`config.mk`:
```
export PLATFORM = sky130hd
export DESIGN_NAME = kctx_loader
export DESIGN_NICKNAME = d
export VERILOG_FILES = /design/src/rtl/kctx_pkg.sv /design/src/rtl/kctx_decode.sv /design/src/rtl/kctx_key_bank.sv /design/src/rtl/kctx_iv_bank.sv /design/src/rtl/kctx_loader.sv
export SDC_FILE = /design/constraint.sdc
export NUM_CORES = 2
export LEC_CHECK = 0
export BUFFER_PORTS_ARGS = -buffer_cell sky130_fd_sc_hd__buf_2
export CAP_MARGIN = 25
export CORE_UTILIZATION = 45
export CTS_BUF_LIST = sky130_fd_sc_hd__clkbuf_16
export DETAILED_ROUTE_END_ITERATION = 7
export PLACE_DENSITY_LB_ADDON = 0.2
export SLEW_MARGIN = 20
export SYNTH_ARGS = -nofsm -noshare
export SYNTH_HDL_FRONTEND = slang
export SYNTH_SLANG_ARGS = --single-unit
```
`constraint.sdc`:
```
create_clock -name clk -period 2.5 [get_ports clk]
set_input_delay 0.25 -clock clk [delete_from_list [all_inputs] [get_ports clk]]
set_output_delay 0.25 -clock clk [all_outputs]
set_load 0.02 [all_outputs]
```
`src/rtl/kctx_pkg.sv`:
```
package kctx_pkg;
  localparam int WORD_W     = 32;
  localparam int KEY_CTX_N  = 2;
  localparam int IV_CTX_N   = 4;
  localparam int IV_W       = 128;
  localparam int IV_WORDS   = IV_W / WORD_W;
  localparam int ADDR_W     = 40;
  localparam int BUILTIN_LEN = 32;

  // command word field positions
  localparam int F_KCTX     = 27;
  localparam int F_SEL_LO   = 24;
  localparam int F_LEN_LO   = 22;
  localparam int F_ENC      = 20;
  localparam int F_MODE_LO  = 16;
  localparam int F_IVCTX_LO = 26;

  typedef enum logic [1:0] {
    OP_KEY      = 2'd0,
    OP_IV       = 2'd1,
    OP_STORE_IV = 2'd2,
    OP_RSVD     = 2'd3
  } kctx_op_e;

  typedef enum logic {
    MODE_ECB = 1'b0,
    MODE_CBC = 1'b1
  } kctx_mode_e;

  typedef struct packed {
    logic       key_ctx;
    logic [2:0] sel;
    logic [1:0] len_code;
    logic       enc;
    logic [1:0] mode;
    logic [1:0] iv_ctx;
    logic [7:0] addr_hi;
  } kctx_fields_t;

  function automatic logic [6:0] len_from_code(input logic [1:0] code);
    logic [6:0] r;
    if (code == 2'd3) r = 7'd64;
    else              r = 7'd16 + {2'b00, code, 3'b000};
    return r;
  endfunction
endpackage

```
`src/rtl/kctx_decode.sv`:
```
module kctx_decode
  import kctx_pkg::*;
#(
  parameter int KEY_BYTES = 32,
  parameter int PLD_MAX   = 8,
  localparam int CNT_W    = $clog2(PLD_MAX + 1),
  localparam int LEN_W    = $clog2(KEY_BYTES + 1),
  localparam int NW       = KEY_BYTES / 4
) (
  input  logic [WORD_W-1:0]         word,
  input  logic [CNT_W-1:0]          pld_cnt,
  input  logic [PLD_MAX*WORD_W-1:0] pld_words,
  output kctx_fields_t              f,
  output logic                      mode_ok,
  output logic                      key_ok,
  output logic                      iv_ok,
  output logic                      st_ok,
  output logic [LEN_W-1:0]          key_wlen,
  output logic [NW-1:0]             key_wmask,
  output logic [KEY_BYTES*8-1:0]    key_wdata
);
  logic       builtin;
  logic [6:0] hlen;
  logic [4:0] hwords;
  logic       host_ok;
  logic       unused_bits;

  assign f.key_ctx  = word[F_KCTX];
  assign f.sel      = word[F_SEL_LO +: 3];
  assign f.len_code = word[F_LEN_LO +: 2];
  assign f.enc      = word[F_ENC];
  assign f.mode     = word[F_MODE_LO +: 2];
  assign f.iv_ctx   = word[F_IVCTX_LO +: 2];
  assign f.addr_hi  = word[7:0];
  assign unused_bits = ^{word[31:28], word[21], word[19:18], word[15:8]};

  assign builtin = (f.sel != 3'd0);
  assign hlen    = len_from_code(f.len_code);
  assign hwords  = hlen[6:2];
  assign host_ok = (8'(hlen) <= 8'(KEY_BYTES)) && (8'(pld_cnt) >= 8'(hwords));

  assign mode_ok = (f.mode[1] == 1'b0);
  assign key_ok  = mode_ok && (builtin || host_ok);
  assign iv_ok   = 8'(pld_cnt) >= 8'(IV_WORDS);
  assign st_ok   = (pld_cnt != '0) && (8'(f.iv_ctx) < 8'(IV_CTX_N));

  assign key_wlen  = builtin ? LEN_W'(BUILTIN_LEN) : LEN_W'(hlen);
  assign key_wdata = builtin ? {{(KEY_BYTES*8-3){1'b0}}, f.sel}
                             : pld_words[KEY_BYTES*8-1:0];

  for (genvar w = 0; w < NW; w++) begin : g_mask
    assign key_wmask[w] = builtin || (8'(w) < 8'(hwords));
  end
endmodule

```
`src/rtl/kctx_key_bank.sv`:
```
module kctx_key_bank #(
  parameter int NCTX   = 2,
  parameter int NBYTES = 32,
  localparam int CW    = $clog2(NCTX),
  localparam int LEN_W = $clog2(NBYTES + 1),
  localparam int NW    = NBYTES / 4
) (
  input  logic              clk,
  input  logic              rst_n,
  input  logic              we,
  input  logic [CW-1:0]     wctx,
  input  logic [LEN_W-1:0]  wlen,
  input  logic [NW-1:0]     wmask,
  input  logic [NBYTES*8-1:0] wdata,
  input  logic [CW-1:0]     rctx,
  output logic [LEN_W-1:0]  rlen,
  output logic [NBYTES*8-1:0] rkey
);
  logic [31:0]      key_q [NCTX][NW];
  logic [LEN_W-1:0] len_q [NCTX];

  always_ff @(posedge clk or negedge rst_n) begin
    if (!rst_n) begin
      for (int c = 0; c < NCTX; c++) begin
        len_q[c] <= '0;
        for (int w = 0; w < NW; w++) key_q[c][w] <= '0;
      end
    end else if (we) begin
      for (int c = 0; c < NCTX; c++) begin
        if (wctx == CW'(c)) begin
          len_q[c] <= wlen;
          for (int w = 0; w < NW; w++)
            if (wmask[w]) key_q[c][w] <= wdata[32*w +: 32];
        end
      end
    end
  end

  assign rlen = len_q[rctx];
  for (genvar w = 0; w < NW; w++) begin : g_rd
    assign rkey[32*w +: 32] = key_q[rctx][w];
  end
endmodule

```
`src/rtl/kctx_iv_bank.sv`:
```
module kctx_iv_bank #(
  parameter int NCTX = 4,
  parameter int W    = 128,
  localparam int CW  = $clog2(NCTX)
) (
  input  logic          clk,
  input  logic          rst_n,
  input  logic          we,
  input  logic [CW-1:0] wctx,
  input  logic [W-1:0]  wdata,
  input  logic [CW-1:0] rctx_a,
  output logic [W-1:0]  rdata_a,
  input  logic [CW-1:0] rctx_b,
  output logic [W-1:0]  rdata_b
);
  logic [W-1:0] iv_q [NCTX];

  for (genvar c = 0; c < NCTX; c++) begin : g_ctx
    always_ff @(posedge clk or negedge rst_n) begin
      if (!rst_n)                        iv_q[c] <= '0;
      else if (we && wctx == CW'(c))     iv_q[c] <= wdata;
    end
  end

  assign rdata_a = iv_q[rctx_a];
  assign rdata_b = iv_q[rctx_b];
endmodule

```
`src/rtl/kctx_loader.sv`:
```
module kctx_loader
  import kctx_pkg::*;
#(
  parameter int KEY_BYTES = 32,
  parameter int PLD_MAX   = 8,
  localparam int CNT_W    = $clog2(PLD_MAX + 1),
  localparam int LEN_W    = $clog2(KEY_BYTES + 1),
  localparam int KCW      = $clog2(KEY_CTX_N),
  localparam int ICW      = $clog2(IV_CTX_N),
  localparam int NW       = KEY_BYTES / 4
) (
  input  logic                      clk,
  input  logic                      rst_n,
  input  logic                      cmd_valid,
  output logic                      cmd_ready,
  input  logic [1:0]                cmd_op,
  input  logic [WORD_W-1:0]         cmd_word,
  input  logic [CNT_W-1:0]          pld_cnt,
  input  logic [PLD_MAX*WORD_W-1:0] pld_words,
  output logic                      done,
  output logic                      ok,
  output logic                      wr_valid,
  input  logic                      wr_ready,
  output logic [ADDR_W-1:0]         wr_addr,
  output logic [IV_W-1:0]           wr_data,
  input  logic [KCW-1:0]            key_rd_ctx,
  output logic [LEN_W-1:0]          key_len_o,
  output logic [KEY_BYTES*8-1:0]    key_o,
  input  logic [ICW-1:0]            iv_rd_ctx,
  output logic [IV_W-1:0]           iv_o,
  output logic                      cbc_o,
  output logic                      encrypt_o
);
  typedef enum logic {ST_IDLE, ST_WRITE} st_e;

  st_e          st_q;
  kctx_op_e     op;
  kctx_fields_t f;
  kctx_mode_e   mode_q;
  logic         enc_q;
  logic         accept, mode_ok, key_ok, iv_ok, st_ok;
  logic         key_we, mode_we, iv_we, st_go, resp_ok;
  logic [LEN_W-1:0]       key_wlen;
  logic [NW-1:0]          key_wmask;
  logic [KEY_BYTES*8-1:0] key_wdata;
  logic [IV_W-1:0]        iv_snap;

  assign op        = kctx_op_e'(cmd_op);
  assign cmd_ready = (st_q == ST_IDLE);
  assign wr_valid  = (st_q == ST_WRITE);
  assign accept    = cmd_valid && cmd_ready;

  kctx_decode #(.KEY_BYTES(KEY_BYTES), .PLD_MAX(PLD_MAX)) u_dec (
    .word(cmd_word), .pld_cnt(pld_cnt), .pld_words(pld_words),
    .f(f), .mode_ok(mode_ok), .key_ok(key_ok), .iv_ok(iv_ok), .st_ok(st_ok),
    .key_wlen(key_wlen), .key_wmask(key_wmask), .key_wdata(key_wdata)
  );

  assign key_we  = accept && (op == OP_KEY) && key_ok;
  assign mode_we = accept && (op == OP_KEY) && mode_ok;
  assign iv_we   = accept && (op == OP_IV) && iv_ok;
  assign st_go   = accept && (op == OP_STORE_IV) && st_ok;

  always_comb begin
    case (op)
      OP_KEY:  resp_ok = key_ok;
      OP_IV:   resp_ok = iv_ok;
      default: resp_ok = 1'b0;
    endcase
  end

  kctx_key_bank #(.NCTX(KEY_CTX_N), .NBYTES(KEY_BYTES)) u_keys (
    .clk(clk), .rst_n(rst_n), .we(key_we), .wctx(KCW'(f.key_ctx)),
    .wlen(key_wlen), .wmask(key_wmask), .wdata(key_wdata),
    .rctx(key_rd_ctx), .rlen(key_len_o), .rkey(key_o)
  );

  kctx_iv_bank #(.NCTX(IV_CTX_N), .W(IV_W)) u_ivs (
    .clk(clk), .rst_n(rst_n), .we(iv_we), .wctx(ICW'(f.iv_ctx)),
    .wdata(pld_words[IV_W-1:0]),
    .rctx_a(iv_rd_ctx), .rdata_a(iv_o),
    .rctx_b(ICW'(f.iv_ctx)), .rdata_b(iv_snap)
  );

  always_ff @(posedge clk or negedge rst_n) begin
    if (!rst_n) begin
      st_q    <= ST_IDLE;
      done    <= 1'b0;
      ok      <= 1'b0;
      wr_addr <= '0;
      wr_data <= '0;
      mode_q  <= MODE_ECB;
      enc_q   <= 1'b0;
    end else begin
      done <= 1'b0;
      ok   <= 1'b0;
      if (mode_we) begin
        mode_q <= kctx_mode_e'(f.mode[0]);
        enc_q  <= f.enc;
      end
      case (st_q)
        ST_IDLE: begin
          if (accept) begin
            if (st_go) begin
              st_q    <= ST_WRITE;
              wr_addr <= {f.addr_hi, pld_words[31:0]};
              wr_data <= iv_snap;
            end else begin
              done <= 1'b1;
              ok   <= resp_ok;
            end
          end
        end
        ST_WRITE: begin
          if (wr_ready) begin
            st_q <= ST_IDLE;
            done <= 1'b1;
            ok   <= 1'b1;
          end
        end
        default: st_q <= ST_IDLE;
      endcase
    end
  end

  assign cbc_o     = (mode_q == MODE_CBC);
  assign encrypt_o = enc_q;
endmodule

```
---- After elaboration in Yosys (flattened, before gate mapping) ----
Cells that the tools add are included.
storage, ports and cells
  bits in registers ....................... 1209
  bits of input ports ..................... 301
  word-level logic and storage cells ...... 129
cells by class
  add/subtract/negate cells ............... 1
  $lt $le $gt $ge ......................... 14
  equal/unequal tests ..................... 6
  mux-type cells .......................... 27
  bitwise operators ....................... 6
  reductions and logical operators ........ 46
operator list
  operator               number
  $mux W256              4
  $bmux W128 S2          2
  $mux W128              4
  $reduce_and A3 Y1      17
  $mux W6                4
  $lt A3 B5 Y1 const A   4
  $logic_and A1 B1 Y1    14
  $lt A1 B5 Y1 const A   2
  $lt A2 B5 Y1 const A   2
  $logic_or A1 B1 Y1     9
  $eq A2 B2 Y1 const B   4
  $mux W1                8
  $pmux W1 S2            4
  $le A7 B6 Y1 const B   1
  $mux W7                1
  $add A5 B5 Y6 const A  1
  $ge A3 B3 Y1 const B   2
  $not A2 Y3             2
  $ge A4 B5 Y1           1
  $eq A2 B1 Y1 const B   2
  $ge A4 B3 Y1 const B   1
  $logic_not A2 Y1       2
  $reduce_and A2 Y1      2
  $reduce_bool A4 Y1     1
  other kinds (4)        6

---- Logic depth before layout (Yosys ltp) ----
  depth in word-level cells ............... 10
  gate-level depth with buffers ........... 12
  depth with buffers taken out ............ 7

---- Cells and area by module ----
A second synthesis with hierarchy kept.
unflattened totals
  cell total of the unflattened synthesis .. 3519
  area, all modules ....................... 56659.3 µm²
modules (own cells, without submodules)
  module         times used  cells an instance  area each (µm²)  seq. area each (µm²)
  kctx_iv_bank   1           1396               25119.1          12812.3
  kctx_key_bank  1           1409               22490.3          13112.6
  kctx_loader    1           376                6926.6           4329.2
  kctx_decode    1           338                2123.3           0.0

---- Worst setup path after synthesis ----
No wires, ideal clock.
  path type ............................... input -> register
  start point ............................. in cmd_word[23]
  end point ............................... reg u_keys.key_q[128] in the netlist's numbering
  setup time .............................. 0.125 ns
  arrival time ............................ 2.485 ns
  data required time ...................... 2.375 ns
  slack ................................... -0.110 ns
  stages .................................. 12
  path buffers ............................ 5
  cells stage by stage .................... buf_2 > buf_1 > nor2b_1 > ha_1 > nand2b_1 > a31oi_4 > a2bb2oi_2 > o211a_1 > buf_2 > buf_6 > buf_6 > mux2_4
between the ends
  longest elaborated chain between the ends .. 8
  elaborated cells on any way between the ends .. 12
  classes of those cells .................. add/sub (1); order compare (3); eq/ne (1); mux (1); reduce/logical (6)
RTL lines
  what                                                  line                            text
  start, declared                                       kctx_loader.sv:17               input logic [WORD_W-1:0] cmd_word,
  $add A5 B5 Y6 / $eq A2 B2 Y1 (equally long branches)  kctx_pkg.sv:43, kctx_pkg.sv:42
  $mux W7 (*)                                           kctx_pkg.sv:42                  if (code == 2'd3) r = 7'd64;
  $le A7 B6 Y1 / $ge A4 B5 Y1 (equally long branches)   kctx_decode.sv:40               assign host_ok = (8'(hlen) <= 8'(KEY_BYTES)) && (8'(pld_cnt) >= 8'(hwords));
  $logic_and A1 B1 Y1                                   kctx_decode.sv:40
  $logic_or A1 B1 Y1                                    kctx_decode.sv:43               assign key_ok = mode_ok && (builtin || host_ok);
  $logic_and A1 B1 Y1                                   kctx_decode.sv:43
  $logic_and A1 B1 Y1                                   kctx_loader.sv:59               assign key_we = accept && (op == OP_KEY) && key_ok;
  $reduce_and A3 Y1 (no source line) (*)                -
  end signal, assigned by index                         kctx_key_bank.sv:33             if (wmask[w]) key_q[c][w] <= wdata[32*w +: 32];
  end, declared                                         kctx_key_bank.sv:19             logic [31:0] key_q [NCTX][NW];
Mark *: on every way between the ends. The rest lies on a longest branch, timed or not.
A chain may end at the register's enable or synchronous reset.

---- Worst setup path in the final report ----
  start point ............................. reg st_q (netlist: wr_valid)
  end point ............................... reg u_ivs.iv_q[177] in the netlist's numbering
between the ends
  longest elaborated chain between the ends .. 5
RTL lines
  what                              line                text
  start, declared                   kctx_loader.sv:36   st_e st_q;
  start signal, assigned            kctx_loader.sv:87   st_q <= ST_IDLE;
  start signal, assigned            kctx_loader.sv:105  st_q <= ST_WRITE;
  start signal, assigned            kctx_loader.sv:116  st_q <= ST_IDLE;
  $not A1 Y1 (no source line)       -
  $logic_and A1 B1 Y1               kctx_loader.sv:51   assign accept = cmd_valid && cmd_ready;
  $logic_and A1 B1 Y1 (2 in a row)  kctx_loader.sv:61   assign iv_we = accept && (op == OP_IV) && iv_ok;
  $logic_and A1 B1 Y1               kctx_iv_bank.sv:21  else if (we && wctx == CW'(c)) iv_q[c] <= wdata;
  end signal, assigned by index     kctx_iv_bank.sv:21
  end, declared                     kctx_iv_bank.sv:16  logic [W-1:0] iv_q [NCTX];
No other way between the ends.

==> results by stage <==
Critical path:
- The standard cell with the maximum stage delay on the critical path is sky130_fd_sc_hd__dfrtp_1.
- Traced cell by cell, the critical path runs through nand2b_2 -> nor4b_4 -> buf_4 -> nand2_1 -> nor2_4 -> buf_12 -> buf_12 -> mux2_2.
- The arrival time of data at the critical path endpoint is ~3 ns.
- The maximum fanout along the worst path is 31.
- The data required time of the critical path is around 3.1 ns.
- The largest single stage delay on the critical path is 0.37 ns.
- The nature of the critical path startpoint is a flip-flop.
- STA classifies the critical path endpoint as a flip-flop.
- By startpoint and endpoint, the worst setup path is classified as reg -> reg.
- The cell that appears most often on the critical path is sky130_fd_sc_hd__buf_12.

Timing:
- The maximum achievable frequency is about 420 MHz.
- The normalized max-slew margin is about half.
- The number of pins with negative max-slew slack in the final report came to 0.
- The fraction of the cycle the final worst path needs is between 90% and 100%.
- Setup repair after global routing left no endpoint under its margin.
- The number of hold-slack violations in the final timing report was 0.
- For the pin with the worst max-slew slack, the measured transition is approximately 0.73 ns.
- The routed design could run at a clock period as short as roughly 2.4 ns.
- Between clock sinks in the finished design, the worst skew comes to 0.0183 ns.
- The accumulated negative setup slack is 0 ns.
- Setup violations remaining at the end of the flow were counted as 0.
- Across all hold checks on the routed design, the worst slack comes to around 0.080 ns.

Synth:
- For this run, the leading register cell type out of synthesis is sky130_fd_sc_hd__dfrtp_1.
- Counting flops with an async set or reset pin after synthesis yields a share of 100%.
- The number of enable flip-flop cells after synthesis is 0.
- Synthesis inferred ~1200 register bits.
- The cell area after synthesis is 55200 um^2.
- The count of distinct cell types in the synthesized netlist is 39.
- For this run, the number of Yosys warnings is 0.
- The cell count after synthesis came out at 3706.
- Sequential elements use roughly 55% of the synthesized area.
- Averaged over all synthesized cells, the footprint is between 10 and 15 um^2.

Worst hold path:
- The worst min-delay path category is in -> reg.

Place:
- The cell count after placement is between 6000 and 7000.
- In this run the tool buffered the top-level ports with around 850 buffer cells.
- The placed wire-length estimate after detailed placement is between 100000 and 150000 um.
- Routability-driven placement finished with a final weighted congestion of around 0.82.

Floorplan:
- The floorplan step defined a die boundary enclosing approximately 120000 um^2.
- Once the floorplan was initialized, standard cells occupied 45.4% of the core.
- Measured along the y axis, the die boundary spans roughly 350 um.
- The die width is roughly 350 um.
- The region available for standard cell placement spans 122000 um^2.
- The initialized floorplan defines approximately 130 standard-cell rows.
- During I/O placement, the number of pins put on the boundary was 865.

Pwr:
- The total power is roughly 0.057 W.
- The total leakage power is ~33 nW.
- The worst-case IR drop observed on VDD is 0.000646 V.
- In this run the power density over the cells is between 800 and 900 nW/um^2.

CTS:
- The tree is rooted in a sky130_fd_sc_hd__clkbuf_16.
- The CTS tree is built.
- CTS built an H-tree with a depth of 4.
- After clock tree synthesis, the clock-pin slew on the worst setup and hold paths is roughly 0.06 ns.
- The buffer depth of the longest clock path is 3.
- The clock net sink count is between 1000 and 1500.
- The number of buffers created by CTS is between 100 and 150.
- The count of cells resized by post-cts repair is 0.
- The insertion delay of the later-clocked pin in the worst-skew pair is ~0.75 ns.

Routing:
- After detailed routing, the total wire length is 162000 um.
- The routed wirelength normalized by instance count is roughly 25 um.
- The count of unresolved DRC violations after routing is 0.
- The count of antenna-violating nets left after detailed routing is 0.
- The per-cell via count in the routed design is roughly 5.5.
- The first routing iteration left 2326 violations.
- The detailed-routing iteration count for the pre-antenna-repair pass is 5.
- The via count of the routed design is between 30000 and 40000.

Run:
- Max-cap violations in this run came to 0.

Finish:
- The number of standard cells in the layout, taps in and fillers out is 6576.
- The multi-input combinational cell area is roughly 24000 um^2.
- The count of nets after finishing is approximately 5100.
- The most common library cell in the layout ignoring fill and taps is sky130_fd_sc_hd__dfrtp_1.
- The final cell utilization of the core is a little under three fifths.
- In the final layout, flip-flops and latches occupy approximately 30000 um^2.
- In the final layout, the share of cells above drive strength 1 is just over 50%.
- The filler cells instantiated in the layout total approximately 9900.
- The area growth from synthesis to layout is 25.5%.
- The library cells used most frequently in the layout, excluding fill and tap cells, are sky130_fd_sc_hd__dfrtp_1, sky130_fd_sc_hd__mux2_2, sky130_fd_sc_hd__buf_2, sky130_fd_sc_hd__nand2_1, sky130_fd_sc_hd__dlygate4sd3_1.

Global routing:
- Summed over all layers, the global routing overflow is 0.
- The via count of the first global-routing pass came to roughly 38000.
- Across every metal layer, demand over resource in global routing totals approximately a quarter.
- The initial antenna violation count came to 14.
- The wire length of the first global-routing pass is 249000 um.
- Entering global routing, the biggest net connects 119 pins.

Outcome:
- The run finished with clean final reports.
-- power by group --
group / internal, W / total (W) / switching, W
sequential: 0.0229 / 0.0250 / 0.00213
combinational: 0.00638 / 0.0131 / 0.00669
clock: 0.0110 / 0.0191 / 0.00807
total: 0.0403 / 0.0572 / 0.0169
-- stage by stage --
step	setup WS (ns)	cell area [um^2]
final	0.135	69300
after global routing	0.0608	69300
after CTS	0.0681	69300
after detailed placement	-0.00940	62300
after global placement	-0.00649	62300
after floorplan	0.00176	55200
-- final timing paths --
| path | startpoint | to | slack [ns] | cells past startpoint |
|---|---|---|---|---|
| hold / removal | cmd_word[27] | wr_data[127] | 0.08 | 3 |
| min in group asynchronous | rst_n | u_keys.key_q[439] | 0.59 | 3 |
| setup / recovery | wr_valid | u_ivs.iv_q[177] | 0.14 | 8 |
| max in group asynchronous | rst_n | u_keys.key_q[270] | 0.51 | 4 |
| hold reg to reg | u_keys.key_q[120] | u_keys.key_q[120] | 0.48 | 2 |
| setup reg to reg | wr_valid | u_ivs.iv_q[177] | 0.14 | 8 |
-- layer usage --
layer / track usage (%) / wire length (um) / part of all wire [%]
met3: 6.79 / 10300 / 6.3
met5: 0 / 39 / 0.024
met1: 34.2 / 67900 / 42
met4: 10.2 / 5830 / 3.6
met2: 42.4 / 78200 / 48
-- registers in the layout, indices dropped and copies added (netlist names) --
| name | cells |
|---|---|
| cbc_o | 1 |
| done | 1 |
| encrypt_o | 1 |
| ok | 1 |
| u_ivs.iv_q | 512 |
| u_keys.key_q | 512 |
| u_keys.len_q | 6 |
| wr_addr | 40 |
| wr_data | 128 |
| wr_valid | 1 |
-- layout make-up --
cell class                      instances  area share, %
Antenna cell                           11         0.0397
Tap cell                             1625           2.93
Multi-Input combinational cell       2215           34.3
Sequential cell                      1203           43.4
Clock buffer                          141           5.09
Timing Repair Buffer                 1275           13.2
Clock inverter                        101           1.00
Inverter                                5         0.0271
-- synth_stat cells, types with 2 or more instances --
| library cell | instances | area [um^2] |
|---|---|---|
| sky130_fd_sc_hd__and2_1 | 126 | 788 |
| sky130_fd_sc_hd__mux2_1 | 90 | 1010 |
| sky130_fd_sc_hd__a32o_1 | 64 | 641 |
| sky130_fd_sc_hd__mux2_4 | 90 | 1350 |
| sky130_fd_sc_hd__buf_1 | 19 | 71.3 |
| sky130_fd_sc_hd__clkbuf_1 | 127 | 477 |
| sky130_fd_sc_hd__o21ai_0 | 194 | 971 |
| sky130_fd_sc_hd__o21ai_1 | 4 | 20.0 |
| sky130_fd_sc_hd__nand2_1 | 325 | 1220 |
| sky130_fd_sc_hd__a2111oi_0 | 3 | 26.3 |
| sky130_fd_sc_hd__nand2b_1 | 5 | 31.3 |
| sky130_fd_sc_hd__mux4_2 | 256 | 5770 |
| sky130_fd_sc_hd__nand3_1 | 2 | 10.0 |
| sky130_fd_sc_hd__ha_1 | 3 | 37.5 |
| sky130_fd_sc_hd__buf_2 | 89 | 445 |
| sky130_fd_sc_hd__nor2_1 | 6 | 22.5 |
| sky130_fd_sc_hd__dfrtp_1 | 1203 | 30100 |
| sky130_fd_sc_hd__buf_4 | 30 | 225 |
| sky130_fd_sc_hd__buf_6 | 20 | 225 |
| sky130_fd_sc_hd__a21o_1 | 3 | 22.5 |
| sky130_fd_sc_hd__or3_4 | 2 | 22.5 |
| sky130_fd_sc_hd__nor3_1 | 2 | 10.0 |
| sky130_fd_sc_hd__inv_1 | 5 | 18.8 |
| sky130_fd_sc_hd__mux2_2 | 1023 | 11500 |
-- kinds of logic after synthesis --
logic type | Yosys count | synth area share, %
adder cells (fa/ha/maj) | 3 | 0.0680
flip-flops | 1203 | 54.5
AO/OA/AOI/OAI | 274 | 3.20
multiplexers | 1459 | 35.6
XOR/XNOR | 1 | 0.0159
AND/OR/NAND/NOR | 475 | 3.94
buffers and inverters | 290 | 2.65
other | 1 | 0.00679
-- what timing repair did --
item / in CTS / in global routing
hold endpoints to repair: 1816 / 0
buffers inserted: 0 / 1
endpoints found under the setup margin: 0 / 29
hold buffers: 274 / 0
-- worst max-delay path, delay by kind of cell, from the launching register on --
family,cells,cell delay [ns]
simple gates,4,0.82
flops,1,0.37
mux,1,0.37
buf+inv,3,0.64
Note: power is estimated with default switching activity, not from simulation.
